`src/rtl/press_group_counter.sv`:
```
module press_group_counter #(
  parameter int CNT_W   = 8,
  parameter int GROUP   = 3,
  parameter int TALLY_W = 2
) (
  input  logic               clk,
  input  logic               rst_n,
  input  logic               btn_n,
  output logic [CNT_W-1:0]   event_count,
  output logic [TALLY_W-1:0] press_tally
);
  localparam logic [TALLY_W-1:0] LAST = TALLY_W'(GROUP - 1);

  logic btn_q;
  logic hit;
  logic wrap;

  assign hit  = btn_q & ~btn_n;
  assign wrap = hit && (press_tally == LAST);

  always_ff @(posedge clk or negedge rst_n) begin
    if (!rst_n) begin
      btn_q       <= 1'b1;
      press_tally <= '0;
      event_count <= '0;
    end else begin
      btn_q <= btn_n;
      if (wrap) begin
        press_tally <= '0;
        event_count <= event_count + 1'b1;
      end else if (hit) begin
        press_tally <= press_tally + 1'b1;
      end
    end
  end
endmodule

```
`config.mk`:
```
export PLATFORM = sky130hd
export DESIGN_NAME = press_group_counter
export DESIGN_NICKNAME = d
export VERILOG_FILES = /design/src/rtl/press_group_counter.sv
export SDC_FILE = /design/constraint.sdc
export NUM_CORES = 1
export LEC_CHECK = 0
export BUFFER_PORTS_ARGS = -buffer_cell sky130_fd_sc_hd__buf_2
export CORE_AREA = 5 5 42 44
export DETAILED_ROUTE_END_ITERATION = 16
export DIE_AREA = 0 0 47 49
export PLACE_DENSITY = 0.63
export SLEW_MARGIN = 40
export SYNTH_ARGS = -nofsm -noshare
export SYNTH_HDL_FRONTEND = slang
export SYNTH_SLANG_ARGS = --single-unit
```
`constraint.sdc`:
```
create_clock -name clk -period 2.2 [get_ports clk]
set_input_delay 0.11 -clock clk [delete_from_list [all_inputs] [get_ports clk]]
set_output_delay 0.11 -clock clk [all_outputs]
set_load 0.03 [all_outputs]
```
==> results.yml, run 1 <==
status:
  run_status: "complete, no violations"
place:
  dp_hpwl_um: 608
  gp_congestion: 0.663
  port_buffers: 12
drt:
  drt_iter0_markers: 7
  first_pass_iters: 5
  routed_wl_um: 821
  avgRoutedWirePerCell_um: 11.1
  postRouteAntennaNets: 0
  via_count: 354
  via_per_inst: 4.78
  drc: 0
global_route:
  grt_start_max_net_pins: 12
  grt_pass1_vias: 322
  grt_pass1_wl_um: 1410
  antenna_found_initial: 0
  track_usage_pct: 8.44
  overflow: 0
timing:
  worst_pin_slew_ps: 364
  hold_viol_final: 0
  fin_tns_setup_ps: 0
  slew_viol_final: 0
  finalSetupViolCount: 0
  min_period_over_period_pct: 68.0
  fin_hold_ws_ps: 233
  slew_headroom_pct: 75.6
  clock.fmax_mhz: 669
  finClkSkew_ps: 2.76
  finalCriticalPeriod_ps: 1500
  rsz0062_at_grt: "no"
die:
  ioPinCount: 13
  die_width_um: 47
  start_util_pct: 35.8
  dieHeight_um: 49
  core_um2: 1400
  num_rows: 14
  dieArea_um2: 2300
logic_synthesis:
  synth_top_cell_by_area: "dfrtp_1"
  postSynthAreaPerCell_um2: 12.2
  ys_ff_latch: 11
  synth_area_leaders: "dfrtp_1 (50%), xor2_1 (7.0%), dfstp_2 (5.2%)"
  synth_cells: 41
  synth_cell_type_count: 19
  syn_nets: 45
  yosys_warnings: 0
  yosysSeqAreaShare_pct: 55.1
  mappedNetlistArea_um2: 502
  yosys.area.top_type_share_pct: 49.9
clock_tree:
  cts-resized-gates: 0
  htreeDepth: 1
  hold_buffers: 2
  cts_tree: "done"
  worstSkewPairLatency_ps: 270
  cts_buffers: 3
  clk_pin_slew_ps: 70
  cts_root_buffer: "clkbuf_4"
  post_cts_buffers: 0
  cts.sinks: 11
  clockBufferDepth: 2
pwr:
  leakagePower_nw: 0.330
  peakVddDrop_mv: 0.640
  pwr_density_cell_nw_per_um2: 1040
final_layout:
  layout_common_cells: "buf_2 (12), dfrtp_1 (10), nand2_1 (7), xor2_1 (4)"
  num_antenna_cells: 0
  syn_to_final_growth_pct: 22.9
  layout.nets: 63
  final_common_cell: "buf_2"
  drive_above_1_share_pct: 32.8
worst_setup_path:
  worstSetupStartpointType: "input port"
  cp-end-kind: "register"
  worstPathRequired_ps: 2400
  ff2ff_path_depth: 3
  worst-setup-path-type: "in -> reg"
  cp_max_fo: 6
  worstPathArrival_ps: 1690
min_path:
  hold_class: "in -> async"
run:
  max_cap_violations: 0
[worst max-delay path, cell delays in order]
cell,delay [ps]
dlygate4sd3_1,530
buf_2,140
nand4bb_1,390
nor4_4,370
xor2_1,160
[per-stage QoR]
step                      utilization [%]  total power, mW  cells  cell area [µm²]  setup slack [ps]
after floorplan                         -            0.448     41              502               809
after global routing                 44.0            0.689     74              617               571
after global placement               40.7            0.509     68              571               780
after CTS                            44.0            0.651     74              617               707
final                                44.0            0.645     74              617               705
after detailed placement             40.7            0.508     68              571               746
[routing by layer]
layer / track usage [%] / part of all wire (%)
met1: 11.9 / 45
met3: 5.54 / 12
met4: 1.38 / 0
met2: 10.9 / 43
met5: 0 / 0
[state kept, by name (all words and copies together) (netlist names)]
name         count
btn_q            1
event_count      8
press_tally      2
[path summary, 6_finish.rpt]
path / startpoint / end / slack [ps]
setup reg to reg: btn_q / event_count[7] / 740
setup / recovery: btn_n / event_count[7] / 700
hold / removal: rst_n / event_count[2] / 230
min in group clk: event_count[7] / event_count[7] / 470
hold reg to reg: event_count[7] / event_count[7] / 470
max in group asynchronous: rst_n / btn_q / 1710
[power breakdown]
group	switching [mW]	total, mW	internal [mW]
registers	0.0498	0.294	0.244
logic	0.134	0.212	0.0773
clock network	0.0688	0.139	0.0702
[kinds of logic (layout without fill, tap and decap cells)]
group                      after synthesis  in the layout  share of synthesized area [%]
muxes                                    1              1                           2.24
adders and majority gates                1              1                           2.49
xor gates and xnor gates                 7              7                           12.2
buffers and inverters                    1             18                           2.24
DFF                                     11             11                           55.1
and+or+nand+nor                         19             19                           24.7
AOI/OAI and AO/OA                        1              1                          0.997
[synthesized netlist by cell type]
| library cell | count |
|---|---|
| nand2_1 | 7 |
| nand4_1 | 1 |
| xnor2_1 | 3 |
| nor2_1 | 2 |
| nor3_1 | 1 |
| ha_1 | 1 |
| nand3_1 | 2 |
| and4bb_1 | 1 |
| o21ai_0 | 1 |
| mux2_2 | 1 |
| dfstp_2 | 1 |
| nand4bb_1 | 1 |
| nand2b_1 | 1 |
| or2b_1 | 1 |
| dfrtp_1 | 10 |
| nor4_4 | 1 |
| nor3_2 | 1 |
| buf_6 | 1 |
| xor2_1 | 4 |
[cell type report]
class / count / area, µm²
Fill cell: 147 / 785
Multi-Input combinational cell: 29 / 214
Timing Repair Buffer: 14 / 80.1
Tap cell: 16 / 20.0
Clock buffer: 4 / 26.3
Sequential cell: 11 / 277
(Power assumes the default switching activity.)
==> run 2: changes to the inputs <==
--- a/config.mk
+++ b/config.mk
@@ -9,7 +9,7 @@
 export CORE_AREA = 5 5 42 44
 export DETAILED_ROUTE_END_ITERATION = 16
 export DIE_AREA = 0 0 47 49
-export PLACE_DENSITY = 0.63
+export PLACE_DENSITY = 0.65
 export SLEW_MARGIN = 40
 export SYNTH_ARGS = -nofsm -noshare
 export SYNTH_HDL_FRONTEND = slang
==> constraint.sdc (replaced) <==
create_clock -name clk -period 1.3 [get_ports clk]
set_input_delay 0.065 -clock clk [delete_from_list [all_inputs] [get_ports clk]]
set_output_delay 0.065 -clock clk [all_outputs]
set_load 0.03 [all_outputs]
==> results.yml, run 2 (same netlist as run 1, synthesis figures left out) <==
status:
  run_status: "complete, no violations"
global_route:
  antenna_found_initial: 0
  grt_pass1_vias: 340
  track_usage_pct: 8.90
  overflow: 0
  grt_start_max_net_pins: 12
  grt_pass1_wl_um: 1480
final_layout:
  seq_area_um2: 279
  num_antenna_cells: 0
  n_fill_cell: 135
  syn_to_final_growth_pct: 30.2
  reg_top3: "event_count (8), press_tally (2), btn_q (1)"
  final_common_cell: "buf_2"
  multi_input_area_um2: 240
  regMostFlops: "event_count"
  layout.nets: 64
  largest_reg_flops: 8
  final_area_um2: 653
  drive_above_1_share_pct: 42.4
  layout_common_cells: "buf_2 (12), dfrtp_1 (8), nand2_1 (7), xor2_1 (4)"
pwr:
  pwr_density_cell_nw_per_um2: 1720
  leakagePower_nw: 0.336
  totalPowerFinal_mw: 1.12
  peakVddDrop_mv: 1.02
drt:
  avgRoutedWirePerCell_um: 11.4
  routed_wl_um: 858
  via_per_inst: 4.65
  drt_iter0_markers: 1
  via_count: 349
  postRouteAntennaNets: 0
  drc: 0
  first_pass_iters: 2
worst_setup_path:
  worstPathArrival_ps: 1350
  worstSetupStartpointType: "register"
  cp_max_fo: 3
  worstPathRequired_ps: 1450
  cp-end-kind: "register"
  cp_slowest_cell: "dfstp_2"
  worst-setup-path-type: "reg -> reg"
  cp_num_buf_inv: 0
  max_stage_delay_ps: 560
  crit_family: "flip-flops"
  crit_chain: "and4bb_1 > nand4_1 > xnor2_1"
clock_tree:
  clk_pin_slew_ps: 70
  cts.sinks: 11
  cts_buffers: 3
  cts_tree: "done"
  clockBufferDepth: 2
  cts_root_buffer: "clkbuf_4"
  htreeDepth: 1
  worstSkewPairLatency_ps: 260
  post_cts_buffers: 0
die:
  die_width_um: 47
  dieArea_um2: 2300
  start_util_pct: 35.8
  num_rows: 14
  ioPinCount: 13
  core_um2: 1400
  dieHeight_um: 49
timing:
  finClkSkew_ps: 3.00
  finalSetupViolCount: 0
  min_period_over_period_pct: 92.5
  fin_hold_ws_ps: 191
  hold_viol_final: 0
  timing.final.ws_setup_ps: 97.4
  worst_pin_slew_ps: 241
  slew_viol_final: 0
  clock.fmax_mhz: 832
  finalCriticalPeriod_ps: 1200
  slew_headroom_pct: 83.9
place:
  port_buffers: 12
  pre_cts_slack_ps: -38.0
  placed_area_um2: 581
  gp_congestion: 0.685
min_path:
  hold_class: "in -> async"
run:
  max_cap_violations: 0
-- run 2: worst register-to-register path: cells and delay by family, from the launching register on --
kind | cells | cell delay, ps
DFF | 1 | 560
and+or+nand+nor | 2 | 400
xor gates and xnor gates | 1 | 140
-- run 2: power by group --
group	internal, mW	switching, mW	leakage, nW	total [mW]
Clock	0.119	0.104	0.0150	0.223
Sequential	0.419	0.0958	0.141	0.515
Combinational	0.151	0.232	0.180	0.383
Total	0.689	0.432	0.336	1.12
-- run 2: final cells by class --
cell class                 instances  share of cell area [%]
tap                               16                    3.07
timing repair buffer              15                    13.4
multi-input combinational         29                    36.8
clock buffer                       4                    4.02
sequential                        11                    42.7
-- run 2: path summary, 6_finish.rpt --
path	startpoint	end	slack (ps)	cells past startpoint
max in group asynchronous	rst_n	btn_q	850	2
max reg2reg	btn_q	event_count[4]	100	3
min	rst_n	event_count[5]	190	2
min in group clk	btn_n	press_tally[1]	210	3
min reg2reg	event_count[7]	event_count[7]	470	1
max	btn_q	event_count[4]	100	3
-- run 2: per-layer routing --
metal  vias up  track usage [%]  share of wire, %
li1        173                -                 -
met1       162             11.1                42
met2        12             12.9                46
met3         2             5.90                11
met4         0             1.38              0.93
met5         -                0                 0
-- run 2: stage by stage --
stage	utilization, %	cells	TNS (ps)
floorplan	-	41	0
global placement	41.4	69	0
detailed placement	41.4	69	-40.9
CTS	45.1	75	0
global route	46.6	75	-0.968
finish	46.6	75	0
-- run 2: repair_timing --
action / CTS / global route
endpoints found under the hold margin: 12 / 0
endpoints found under the setup margin: 3 / 3
hold buffers: 2 / 0
gates resized for setup: 1 / 3
